$ cat src/rtl/boot_cfg_latch.sv
module boot_cfg_latch #(
  parameter int unsigned BUS_W     = 16,
  parameter int unsigned HI_GROUPS = 5,
  parameter int unsigned HI_BASE   = 3
) (
  input  logic                 clk,
  input  logic                 rst_n,
  input  logic [BUS_W-1:0]     bus_in,
  output logic                 boot_cs_en,
  output logic                 boot_port16,
  output logic                 cs_lo_en,
  output logic                 cs_mid_en,
  output logic [HI_GROUPS-1:0] cs_hi_en,
  output logic                 ctrl_bus_en,
  output logic                 irq_bus_en,
  output logic                 test_mode
);
  localparam int unsigned BIT_PORT = 0;
  localparam int unsigned BIT_LO   = 1;
  localparam int unsigned BIT_MID  = 2;
  localparam int unsigned HI_TOP   = HI_BASE + HI_GROUPS - 1;
  localparam int unsigned BIT_CTRL = 8;
  localparam int unsigned BIT_IRQ  = 9;
  localparam int unsigned BIT_TEST = 11;

  logic locked;
  logic load;
  logic [HI_GROUPS-1:0] hi_dec;

  assign load = !rst_n || !locked;

  for (genvar k = 0; k < HI_GROUPS; k++) begin : g_cascade
    assign hi_dec[k] = &bus_in[HI_TOP:HI_BASE+k];
  end

  wire unused_spare = ^{bus_in[BUS_W-1:BIT_TEST+1], bus_in[BIT_TEST-1]};

  always_ff @(posedge clk) begin
    locked     <= rst_n;
    boot_cs_en <= rst_n;
    if (load) begin
      boot_port16 <= bus_in[BIT_PORT];
      cs_lo_en    <= bus_in[BIT_LO];
      cs_mid_en   <= bus_in[BIT_MID];
      cs_hi_en    <= hi_dec;
      ctrl_bus_en <= bus_in[BIT_CTRL];
      irq_bus_en  <= bus_in[BIT_IRQ];
      test_mode   <= !bus_in[BIT_TEST];
    end
  end

  a_r9_frozen: assert property (@(posedge clk) disable iff (!rst_n)
    locked && $past(locked) |->
      $stable({boot_port16, cs_lo_en, cs_mid_en, cs_hi_en, ctrl_bus_en, irq_bus_en, test_mode}));

  a_r9_capture_edge: assert property (@(posedge clk) disable iff (!rst_n)
    !locked |=> boot_port16 == $past(bus_in[BIT_PORT]));

  a_r3_boot_on: assert property (@(posedge clk) disable iff (!rst_n)
    !locked |=> boot_cs_en && locked);

  a_r3_boot_off: assert property (@(posedge clk)
    !rst_n |=> !boot_cs_en);

  for (genvar k = 0; k + 1 < HI_GROUPS; k++) begin : g_chk
    a_r5_cascade_order: assert property (@(posedge clk) disable iff (!rst_n)
      locked && cs_hi_en[k] |-> cs_hi_en[k+1]);
  end
endmodule

$ cat config.mk
export PLATFORM = sky130hd
export DESIGN_NAME = boot_cfg_latch
export DESIGN_NICKNAME = d
export VERILOG_FILES = /design/src/rtl/boot_cfg_latch.sv
export SDC_FILE = /design/constraint.sdc
export NUM_CORES = 1
export LEC_CHECK = 0
export BUFFER_PORTS_ARGS = -buffer_cell sky130_fd_sc_hd__buf_2
export CAP_MARGIN = 40
export CORE_AREA = 2 2 39 41
export DETAILED_ROUTE_END_ITERATION = 8
export DIE_AREA = 0 0 41 43
export SYNTH_ARGS = -nofsm -noshare
export SYNTH_HDL_FRONTEND = slang
export SYNTH_SLANG_ARGS = --single-unit
export TNS_END_PERCENT = 5
$ cat constraint.sdc
create_clock -name clk -period 3 [get_ports clk]
set_clock_uncertainty 0.2 [all_clocks]
set_input_delay 0 -clock clk [delete_from_list [all_inputs] [get_ports clk]]
set_output_delay 0 -clock clk [all_outputs]
set_load 0.1 [all_outputs]
==> impl_metrics.py <==
metrics = {
    "min_path": {
        "timing.hold.worst.start": "rst_n",
        "holdCritPathClass": "primary input to register",
        "whs_path_depth": 2,
        "min_delay_worst_endpoint": "locked",
    },
    "synth": {
        "synth.ff_latch_count": 12,
        "synth_enable_flop_cells": 11,
        "post_synth_inst_count": 18,
        "yosys.cell_types.count": 7,
        "synth.cell_area_um2": 390,
        "synth_ff_type": "sky130_fd_sc_hd__edfxtp_1",
        "yosysTopAreaCell": "sky130_fd_sc_hd__edfxtp_1",
        "synthArstFlopShare_pct": 0,
        "synth_area_per_cell_um2": 21.7,
        "synthesis.yosys.warnings": 0,
        "synth.top_cell.area_share_pct": 84.6,
        "synth_most_common_cell": "sky130_fd_sc_hd__edfxtp_1",
        "ys_seq_area_share_pct": 89.7,
        "synth.top_cells.by_area": "sky130_fd_sc_hd__edfxtp_1 (85%), sky130_fd_sc_hd__dfxtp_1 (5.1%), sky130_fd_sc_hd__and2_2 (3.8%)",
        "synth_fp_nets": 36,
        "post_synth_top_cells": "sky130_fd_sc_hd__edfxtp_1 (11), sky130_fd_sc_hd__and2_2 (2)",
    },
    "setup_path": {
        "timing.rr.end": "boot_port16",
        "required_time_worst_endpoint_ns": 2.72,
        "criticalPathCategory": "primary input to register",
        "reg2reg_depth": 1,
        "setup.worst_path.end_class": "register",
        "cpMaxStageDelayCell": "sky130_fd_sc_hd__dlygate4sd3_1",
        "r2r_path_start": "locked",
        "critical_path_buf_inv_count": 2,
        "critPathMaxFanout": 11,
        "arrival_ns": 1.00,
        "crit_path_start_kind": "primary input",
        "critical_path.cell_chain": "dlygate4sd3_1, buf_2, nand2_1",
        "worst-r2r-setup-slack_ns": 1.81,
        "category_of_cells_accounting_for_the_largest_share_of_critical_path_delay": "buffers and inverters",
        "critPathMaxStageDelay_ns": 0.54,
    },
    "power": {
        "p_comb_share_pct": 28.1,
        "flop_pwr_share_pct": 47.8,
        "p_int_uw": 270,
        "clockPowerShare_pct": 24.1,
        "vdd_drop_max_mv": 0.230,
        "power.density_mw_per_mm2": 608,
        "fraction_of_power_spent_switching_nets_pct": 34.4,
        "net-switching-power_uw": 142,
        "power.static_leakage_uw": 0.000310,
    },
    "sta": {
        "fin_crit_sh_pct": 42.9,
        "grt_setup_unrepaired": "false",
        "finalHoldViolations": 0,
        "timing.max_slew.rel_slack_pct": 67.6,
        "final.hold.worst_slack_ns": 0.206,
        "final-setup-viol-count": 0,
        "max_freq_ghz": 0.777,
        "worst-slew-pin-transition_ns": 0.490,
        "max_slew_violation_count": 0,
        "final.min_clock_period_ns": 1.29,
        "setup_tns_ns": 0,
    },
    "global_routing": {
        "grt_start_max_net_pins": 12,
        "globalRouteOverflowTotal": 0,
        "grt_first_pass_wirelength_um": 1240,
        "grtUsageTotal_pct": 11.1,
        "grt_pass1_vias": 340,
        "antenna_found_initial": 0,
    },
    "clock_tree": {
        "tritoncts": "yes",
        "cts-htree-levels": 1,
        "cts-hold-fix-buffers": 12,
        "cts_setup_buffers": 0,
        "clkTransAtPathRegs_ns": 0.07,
        "cts-buffers-inserted": 3,
        "clockBufferDepth": 2,
        "clock-root-buffer": "sky130_fd_sc_hd__clkbuf_4",
        "cts_num_sinks": 12,
        "worstSkewPairLatency_ns": 0.26,
        "ctsResizeCount": 0,
    },
    "routing": {
        "drc_errors": 0,
        "drt_iter0_drc": 2,
        "finalWirelength_um": 827,
        "routed-via-count": 298,
        "vias_per_cell": 4.03,
        "routed_wire_length_per_instance_um": 11.2,
        "number_of_nets_with_antenna_violations_after_detailed_routing": 0,
        "drt_pass1_iterations": 3,
    },
    "place": {
        "placement.io_buffers": 24,
        "place_congestion": 0.627,
    },
    "final_layout": {
        "post_route_cells_drive_above_1_share_pct": 51.7,
        "antenna_diode_count": 0,
        "areaGrowthSynthToFinish_pct": 73.4,
        "post-route-util_pct": 48.9,
        "finalNetCount": 77,
    },
    "floorplan": {
        "std_cell_rows": 14,
        "fp.dieW_um": 41,
        "initial_utilization_pct": 28.2,
        "die-area_mm2": 0.00176,
        "ioPinCount": 30,
        "core_area_mm2": 0.00138,
        "floorplan.die.height_um": 43,
    },
    "run": {
        "drv_cap": 0,
    },
    "status": {
        "status": "complete, no violations",
    },
}
per-layer routing:
layer | global-route usage, % | share of wire, % | vias to the layer above
met5 | 0 | 0 | -
met4 | 6.00 | 0 | 0
met3 | 3.14 | 12 | 0
met2 | 19.1 | 50 | 25
met1 | 11.0 | 39 | 126
li1 | - | - | 147
through the flow:
step           setup WS [ns]  area (um2)  cells  total power [uW]
6_report                1.71         677     74               412
5_1_grt                 1.65         677     74               429
4_1_cts                 1.72         677     74               418
3_5_place_dp            1.80         531     58               305
3_3_place_gp            1.82         531     58               304
2_1_floorplan           1.05         390     18               286
sequential cells by signal, indices dropped and copies added (netlist names):
name / cells
boot_port16: 1
cs_hi_en: 5
cs_lo_en: 1
cs_mid_en: 1
ctrl_bus_en: 1
irq_bus_en: 1
locked: 1
test_mode: 1
layout by cell type, fill, tap and decap left out:
cell type,instances
sky130_fd_sc_hd__dlygate4sd3_1,12
sky130_fd_sc_hd__and3_1,1
sky130_fd_sc_hd__nand2_1,1
sky130_fd_sc_hd__dfxtp_1,1
sky130_fd_sc_hd__buf_2,24
sky130_fd_sc_hd__edfxtp_1,11
sky130_fd_sc_hd__and3_4,1
sky130_fd_sc_hd__inv_1,1
sky130_fd_sc_hd__and2_2,2
sky130_fd_sc_hd__clkbuf_1,1
sky130_fd_sc_hd__clkbuf_4,3
logic make-up after synthesis:
family,after synthesis,synth area share [%]
DFF,12,89.7
and+or+nand+nor,5,9.29
buffers and inverters,1,0.961
worst max-delay path by stage:
stage | startpoint | end | slack [ns] | cells past startpoint
finish | rst_n | boot_port16 | 1.71 | 3
floorplan | locked | boot_port16 | 1.05 | 1
CTS | rst_n | boot_port16 | 1.72 | 3
global route | rst_n | test_mode | 1.65 | 3
detailed placement | locked | irq_bus_en | 1.80 | 1
global placement | locked | irq_bus_en | 1.82 | 1
final cells by class:
type                    instances  area, um2
repair buffers                 36        240
flip-flops and latches         12        350
well taps                      16       20.0
fillers                       128        707
inverters                       1       3.75
multi-input cells               5       36.3
clock buffers                   4       26.3
power by group through the flow:
| stage | sequential (uW) | combinational [uW] | clock, uW |
|---|---|---|---|
| floorplan | 282 | 4.31 | 0 |
| global placement | 200 | 104 | 0 |
| detailed placement | 201 | 104 | 0 |
| CTS | 197 | 116 | 105 |
| global route | 198 | 120 | 111 |
| finish | 197 | 116 | 99.3 |
Note: power is estimated with default switching activity, not from simulation.
